===== src/rtl/bae_pkg.sv =====
package bae_pkg;

  typedef enum logic [2:0] {
    KIND_NORMAL = 3'd0,
    KIND_PUSH   = 3'd1,
    KIND_TABLE  = 3'd2,
    KIND_MOVE   = 3'd3,
    KIND_ALT    = 3'd4,
    KIND_IACK   = 3'd5,
    KIND_BKPT   = 3'd6,
    KIND_RSVD   = 3'd7
  } kind_e;

  localparam int SIZE_W = 2;
  localparam int TT_W   = 2;
  localparam int TM_W   = 3;
  localparam int UPA_W  = 2;

  localparam logic [SIZE_W-1:0] SZ_LONG = 2'd0;
  localparam logic [SIZE_W-1:0] SZ_BYTE = 2'd1;
  localparam logic [SIZE_W-1:0] SZ_WORD = 2'd2;
  localparam logic [SIZE_W-1:0] SZ_LINE = 2'd3;

  localparam logic [TT_W-1:0] TT_PLAIN = 2'd0;
  localparam logic [TT_W-1:0] TT_MOVE  = 2'd1;
  localparam logic [TT_W-1:0] TT_ALT   = 2'd2;
  localparam logic [TT_W-1:0] TT_ACK   = 2'd3;

  // attributes derived from the access kind alone
  typedef struct packed {
    logic [TT_W-1:0]   tt;
    logic [TM_W-1:0]   tm;
    logic [SIZE_W-1:0] size;
    logic              write;
    logic [UPA_W-1:0]  upa;
    logic              cinh;
    logic              lockable;
  } map_t;

  // attributes presented on the bus
  typedef struct packed {
    logic [TT_W-1:0]   tt;
    logic [TM_W-1:0]   tm;
    logic [SIZE_W-1:0] size;
    logic              write;
    logic              lock;
    logic              lock_end;
    logic [UPA_W-1:0]  upa;
    logic              cinh;
  } out_t;

endpackage


===== src/rtl/bae_attr_map.sv =====
module bae_attr_map
  import bae_pkg::*;
#(
  parameter int ADDR_W = 32
) (
  input  kind_e              kind,
  input  logic [ADDR_W-1:0]  addr_in,
  input  logic [SIZE_W-1:0]  size_in,
  input  logic               write_in,
  input  logic [TM_W-1:0]    mod_in,
  input  logic [UPA_W-1:0]   upa_in,
  input  logic               cinh_in,
  output logic [ADDR_W-1:0]  addr_out,
  output map_t               attr
);

  localparam logic [ADDR_W-1:0] ADDR_ONES = {ADDR_W{1'b1}};
  localparam logic [ADDR_W-1:0] ADDR_ZERO = '0;

  always_comb begin
    addr_out      = addr_in;
    attr.tt       = TT_PLAIN;
    attr.tm       = mod_in;
    attr.size     = size_in;
    attr.write    = write_in;
    attr.upa      = '0;
    attr.cinh     = 1'b0;
    attr.lockable = 1'b0;
    unique case (kind)
      KIND_PUSH: begin
        attr.tm    = '0;
        attr.size  = SZ_LINE;
        attr.write = 1'b1;
      end
      KIND_TABLE: begin
        attr.size     = SZ_LONG;
        attr.lockable = 1'b1;
      end
      KIND_MOVE: begin
        attr.tt   = TT_MOVE;
        attr.size = SZ_LINE;
        attr.upa  = upa_in;
        attr.cinh = cinh_in;
      end
      KIND_ALT: begin
        attr.tt       = TT_ALT;
        attr.size     = (size_in == SZ_LINE) ? SZ_LONG : size_in;
        attr.lockable = 1'b1;
      end
      KIND_IACK: begin
        addr_out   = ADDR_ONES;
        attr.tt    = TT_ACK;
        attr.size  = SZ_BYTE;
        attr.write = 1'b0;
      end
      KIND_BKPT: begin
        addr_out   = ADDR_ZERO;
        attr.tt    = TT_ACK;
        attr.tm    = '0;
        attr.size  = SZ_BYTE;
        attr.write = 1'b0;
      end
      default: begin
        // normal and reserved code
        attr.upa      = upa_in;
        attr.cinh     = cinh_in;
        attr.lockable = 1'b1;
      end
    endcase
  end

endmodule


===== src/rtl/bae_lock_tracker.sv =====
module bae_lock_tracker (
  input  logic clk,
  input  logic rst_n,
  input  logic take,
  input  logic lockable,
  input  logic start,
  input  logic last,
  output logic lock,
  output logic lock_end
);

  logic open_q;
  logic open_d;
  logic open_en;

  always_comb begin
    lock     = lockable & (open_q | start);
    lock_end = lock & last;
    open_en  = take & lockable;
    open_d   = lock & ~last;
  end

  always_ff @(posedge clk or negedge rst_n) begin
    if (!rst_n) begin
      open_q <= 1'b0;
    end else if (open_en) begin
      open_q <= open_d;
    end
  end

endmodule


===== src/rtl/bae_hold_stage.sv =====
module bae_hold_stage
  import bae_pkg::*;
#(
  parameter int ADDR_W = 32
) (
  input  logic              clk,
  input  logic              rst_n,
  input  logic              take,
  input  logic              ack,
  input  logic [ADDR_W-1:0] addr_in,
  input  out_t              attr_in,
  output logic              busy,
  output logic [ADDR_W-1:0] addr_q,
  output out_t              attr_q
);

  logic busy_q;
  logic busy_d;
  logic load;

  always_comb begin
    busy_d = busy_q;
    load   = 1'b0;
    if (busy_q) begin
      if (ack) busy_d = 1'b0;
    end else if (take) begin
      busy_d = 1'b1;
      load   = 1'b1;
    end
  end

  always_ff @(posedge clk or negedge rst_n) begin
    if (!rst_n) begin
      busy_q <= 1'b0;
    end else begin
      busy_q <= busy_d;
    end
  end

  always_ff @(posedge clk or negedge rst_n) begin
    if (!rst_n) begin
      addr_q <= '0;
      attr_q <= '0;
    end else if (load) begin
      addr_q <= addr_in;
      attr_q <= attr_in;
    end
  end

  assign busy = busy_q;

endmodule


===== src/rtl/bus_attr_encoder.sv =====
module bus_attr_encoder
  import bae_pkg::*;
#(
  parameter int ADDR_W = 32
) (
  input  logic              clk,
  input  logic              rst_n,
  input  logic              req_valid,
  output logic              req_ready,
  input  logic [2:0]        req_kind,
  input  logic [ADDR_W-1:0] req_addr,
  input  logic [1:0]        req_size,
  input  logic              req_write,
  input  logic [2:0]        req_mod,
  input  logic [1:0]        req_upa,
  input  logic              req_cinh,
  input  logic              req_lock_start,
  input  logic              req_lock_last,
  output logic              bus_req,
  input  logic              bus_ack,
  output logic [ADDR_W-1:0] bus_addr,
  output logic [1:0]        bus_tt,
  output logic [2:0]        bus_tm,
  output logic [1:0]        bus_size,
  output logic              bus_write,
  output logic              bus_lock,
  output logic              bus_lock_end,
  output logic [1:0]        bus_upa,
  output logic              bus_cinh
);

  logic              busy;
  logic              take;
  logic [ADDR_W-1:0] map_addr;
  map_t              map_attr;
  logic              lk_now;
  logic              lk_end_now;
  out_t              next_attr;
  out_t              held_attr;

  assign take      = req_valid & ~busy;
  assign req_ready = ~busy;

  bae_attr_map #(.ADDR_W(ADDR_W)) u_map (
    .kind     (kind_e'(req_kind)),
    .addr_in  (req_addr),
    .size_in  (req_size),
    .write_in (req_write),
    .mod_in   (req_mod),
    .upa_in   (req_upa),
    .cinh_in  (req_cinh),
    .addr_out (map_addr),
    .attr     (map_attr)
  );

  bae_lock_tracker u_lock (
    .clk      (clk),
    .rst_n    (rst_n),
    .take     (take),
    .lockable (map_attr.lockable),
    .start    (req_lock_start),
    .last     (req_lock_last),
    .lock     (lk_now),
    .lock_end (lk_end_now)
  );

  always_comb begin
    next_attr.tt       = map_attr.tt;
    next_attr.tm       = map_attr.tm;
    next_attr.size     = map_attr.size;
    next_attr.write    = map_attr.write;
    next_attr.lock     = lk_now;
    next_attr.lock_end = lk_end_now;
    next_attr.upa      = map_attr.upa;
    next_attr.cinh     = map_attr.cinh;
  end

  bae_hold_stage #(.ADDR_W(ADDR_W)) u_hold (
    .clk     (clk),
    .rst_n   (rst_n),
    .take    (take),
    .ack     (bus_ack),
    .addr_in (map_addr),
    .attr_in (next_attr),
    .busy    (busy),
    .addr_q  (bus_addr),
    .attr_q  (held_attr)
  );

  assign bus_req      = busy;
  assign bus_tt       = held_attr.tt;
  assign bus_tm       = held_attr.tm;
  assign bus_size     = held_attr.size;
  assign bus_write    = held_attr.write;
  assign bus_lock     = held_attr.lock;
  assign bus_lock_end = held_attr.lock_end;
  assign bus_upa      = held_attr.upa;
  assign bus_cinh     = held_attr.cinh;

endmodule


===== config.mk =====
export PLATFORM = sky130hd
export DESIGN_NAME = bus_attr_encoder
export DESIGN_NICKNAME = d
export VERILOG_FILES = /design/src/rtl/bae_pkg.sv /design/src/rtl/bae_attr_map.sv /design/src/rtl/bae_lock_tracker.sv /design/src/rtl/bae_hold_stage.sv /design/src/rtl/bus_attr_encoder.sv
export SDC_FILE = /design/constraint.sdc
export NUM_CORES = 1
export LEC_CHECK = 0
export BUFFER_PORTS_ARGS = -buffer_cell sky130_fd_sc_hd__buf_2
export CORE_MARGIN = 1.5
export CORE_UTILIZATION = 46
export CTS_CLUSTER_DIAMETER = 120
export DETAILED_ROUTE_END_ITERATION = 10
export PLACE_DENSITY = 0.82
export SLEW_MARGIN = 20
export SYNTH_ARGS = -nofsm -noshare
export SYNTH_HDL_FRONTEND = slang
export SYNTH_SLANG_ARGS = --single-unit

===== constraint.sdc =====
create_clock -name clk -period 1.4 [get_ports clk]
set_input_delay 0.28 -clock clk [delete_from_list [all_inputs] [get_ports clk]]
set_output_delay 0.28 -clock clk [all_outputs]
set_load 0.05 [all_outputs]

==> impl_metrics.csv <==
group,metric,value,unit
synthesis,synth_top_family_by_area,"simple AND/OR/NAND/NOR gates",
cells_and_area,n_antenna_cell,0,
setup_path,endpoint_kind,"primary output",
cells_and_area,area.sequential,1180,um^2
floorplan,fp.coreArea,4320,um^2
setup_path,r2r_slack,0.09,ns
setup_path,crit_start,"u_hold.busy",
sta,worstMarginPinSlew,0.283,ns
flow_run,cap_viol_max_count,0,
synthesis,syn_area_per_cell,9.37,um^2
floorplan,die_area,4850,um^2
clock_network,ctsLongestPathBuffers,2,
setup_path,rr_endpoint,"u_hold.addr_q[19]",
synthesis,synth_xor_area_frac,0.00429,
sta,fmax,743,MHz
global_route,grt_pass1_wl,8.00,mm
synthesis,synth.distinct_cells,28,
sta,fin_crit,1.35,ns
setup_path,cp-start-kind,"flip-flop",
synthesis,yosys_warnings,0,
synthesis,synth-async-reset-ratio,1.00,
setup_path,r2r-start,"u_hold.busy",
detailed_routing,drtIter0Drc,121,
synthesis,syn_inst,218,
sta,timing_hold_violations_final,0,
sta,setup_viol_count_final,0,
floorplan,die_y,69.6,um
global_route,grt_pass1_vias,1755,
hold_path,hp-class,"in -> reg",
sta,layout_setup_ws,0.0539,ns
detailed_routing,wire_per_inst,13.1,um
cells_and_area,syn_to_final_growth,33.1,%
sta,tns,0,ns
detailed_routing,drt-total-wl,4.84,mm
floorplan,ios,97,
placed_design,port_buffers,96,
setup_path,cp.required,1.12,ns
setup_path,cp.arrival,1.07,ns
setup_path,crit_fanout,4,
detailed_routing,dr_total_vias,1855,
sta,min_period_over_period,0.962,
synthesis,synth-main-ff-cell,"dfrtp_1",
clock_network,root_buffer,"clkbuf_8",
floorplan,die_w,69.6,um
global_route,grt_antenna_before_repair,0,
synthesis,synth_edf_count,0,
power_and_ir_drop,clock_power_share,0.214,
clock_network,cts.clk_slew.worst_paths,0.09,ns
setup_path,crit_path_end,"req_ready",
power_and_ir_drop,pwr-share-seq,0.379,
synthesis,syn_nets,268,
synthesis,synth_mux_area_frac,0.00551,
global_route,track_usage,0.205,
placed_design,place_ws,0.0774,ns
clock_network,cts_sinks,47,
floorplan,initial_core_util,0.472,
setup_path,reg2regPathDepth,4,
clock_network,tritoncts,"built",
cells_and_area,multiInputGateArea,763,um^2
power_and_ir_drop,p_per_area,1750,nW/um^2
clock_network,cts_made_buffers,5,
synthesis,netlist_area,2040,um^2
synthesis,synthSimpleGateAreaFrac,0.194,
clock_network,hold_buffers,1,
floorplan,rows,24,
synthesis,synthAdderAreaFrac,0,
power_and_ir_drop,max-vdd-ir-drop,0.838,mV
placed_design,place.gp.congestion,0.818,
sta,rsz0062_at_grt,"false",
power_and_ir_drop,pwr-share-comb,0.407,
detailed_routing,vias_per_cell,5.03,
synthesis,synth_compound_area_frac,0.166,
synthesis,yosysSeqAreaShare,0.576,
power_and_ir_drop,power_leakage,1.39,nW
placed_design,dp_hpwl,3.45,mm
power_and_ir_drop,swShare,0.435,
clock_network,insertion_delay,0.30,ns
detailed_routing,drc_errors,0,
cells_and_area,layout.nets,366,
power_and_ir_drop,switchingPower,0.00207,W
detailed_routing,first_pass_iters,4,
power_and_ir_drop,internal_power,0.00269,W
sta,slew_violations,0,
cells_and_area,drive_gt1_frac,0.382,
detailed_routing,antenna_left,0,
setup_path,criticalPathCategory,"reg -> out",
synthesis,ys_ff_latch,47,
clock_network,postCtsSetupBuffers,0,
global_route,overflow,0,
sta,max_slew_margin,0.809,
cells_and_area,final.fill_count,394,
clock_network,h-tree-depth,2,
sta,skew,0.00644,ns
clock_network,cts-resized-gates,0,
global_route,grt_max_degree,48,
run_status,status,"finished clean",
==> critical path, stage by stage (launching register included) <==
cell and delay [ns]:
dfrtp_2 0.44, inv_1 0.07, buf_2 0.26
==> flip-flops by register name (all words and copies together) (netlist names) <==
register,flops
u_hold.addr_q,32
u_hold.attr_q,13
u_hold.busy,1
u_lock.open_q,1
==> placed cells by master (no fill, tap or decap), types with 2 or more instances in the layout <==
master and count:
buf_4 7, inv_1 3, buf_2 96, dfrtp_1 46, clkbuf_8 6, nor2_1 37
a31oi_1 4, o21ai_0 10, nand3b_1 2, buf_12 2, a21oi_1 36, nand2_1 46
==> power groups by stage <==
stage / clock, W / sequential, W / combinational, W
2_1_floorplan: 0 / 0.00283 / 0.000430
3_3_place_gp: 0 / 0.00182 / 0.00192
3_5_place_dp: 0 / 0.00183 / 0.00195
4_1_cts: 0.00105 / 0.00181 / 0.00196
5_1_grt: 0.00111 / 0.00184 / 0.00206
6_report: 0.00102 / 0.00181 / 0.00194
==> per-layer routing <==
| layer | vias to the layer above | wire (um) | global-route usage |
|---|---|---|---|
| met5 | - | 0 | 0 |
| met4 | 0 | 74 | 0.0726 |
| met3 | 9 | 271 | 0.0538 |
| met2 | 61 | 2410 | 0.335 |
| met1 | 870 | 2080 | 0.264 |
| li1 | 915 | - | - |
==> per-stage QoR <==
| stage | total power (W) | util | hold slack (ns) | cells | instance area, um^2 |
|---|---|---|---|---|---|
| 2_1_floorplan | 0.00326 | - | -0.0156 | 218 | 2040 |
| 3_3_place_gp | 0.00374 | 0.599 | 0.277 | 360 | 2590 |
| 3_5_place_dp | 0.00378 | 0.599 | 0.299 | 360 | 2590 |
| 4_1_cts | 0.00481 | 0.628 | 0.144 | 369 | 2720 |
| 5_1_grt | 0.00501 | 0.628 | 0.167 | 369 | 2720 |
| 6_report | 0.00477 | 0.628 | 0.149 | 369 | 2720 |
==> layout make-up <==
class,instances,area share
Sequential cell,47,0.433
Multi-Input combinational cell,153,0.281
Timing Repair Buffer,106,0.215
Clock buffer,6,0.0304
Tap cell,52,0.0239
Clock inverter,2,0.0129
Inverter,3,0.00414
==> synth_stat cells (2+ instances only) <==
cell type  number  area share
dfrtp_1        47        0.58
nand2_1        46       0.085
nor2_1         37       0.068
a21oi_1        36       0.088
o21ai_0        10       0.025
buf_2           7       0.017
buf_4           7       0.026
a31oi_1         4       0.012
inv_1           3      0.0055
nand3b_1        2      0.0074
nor2b_1         2      0.0061
==> worst min-delay path by stage <==
| stage | slack (ns) | endpoint | startpoint | cells past startpoint |
|---|---|---|---|---|
| 2_1_floorplan | -0.02 | u_hold.addr_q[0] | rst_n | 0 |
| 3_3_place_gp | 0.28 | u_hold.attr_q[6] | rst_n | 2 |
| 3_5_place_dp | 0.30 | u_hold.attr_q[6] | rst_n | 2 |
| 4_1_cts | 0.14 | u_hold.busy | bus_ack | 2 |
| 5_1_grt | 0.17 | u_hold.busy | bus_ack | 2 |
| 6_report | 0.15 | u_hold.busy | bus_ack | 2 |
==> cell families after synthesis <==
kind of cell | after synthesis
compound gates | 58
xor+xnor | 1
buf+inv | 18
flops | 47
mux | 1
simple gates | 93
Note: power is estimated with default switching activity, not from simulation.
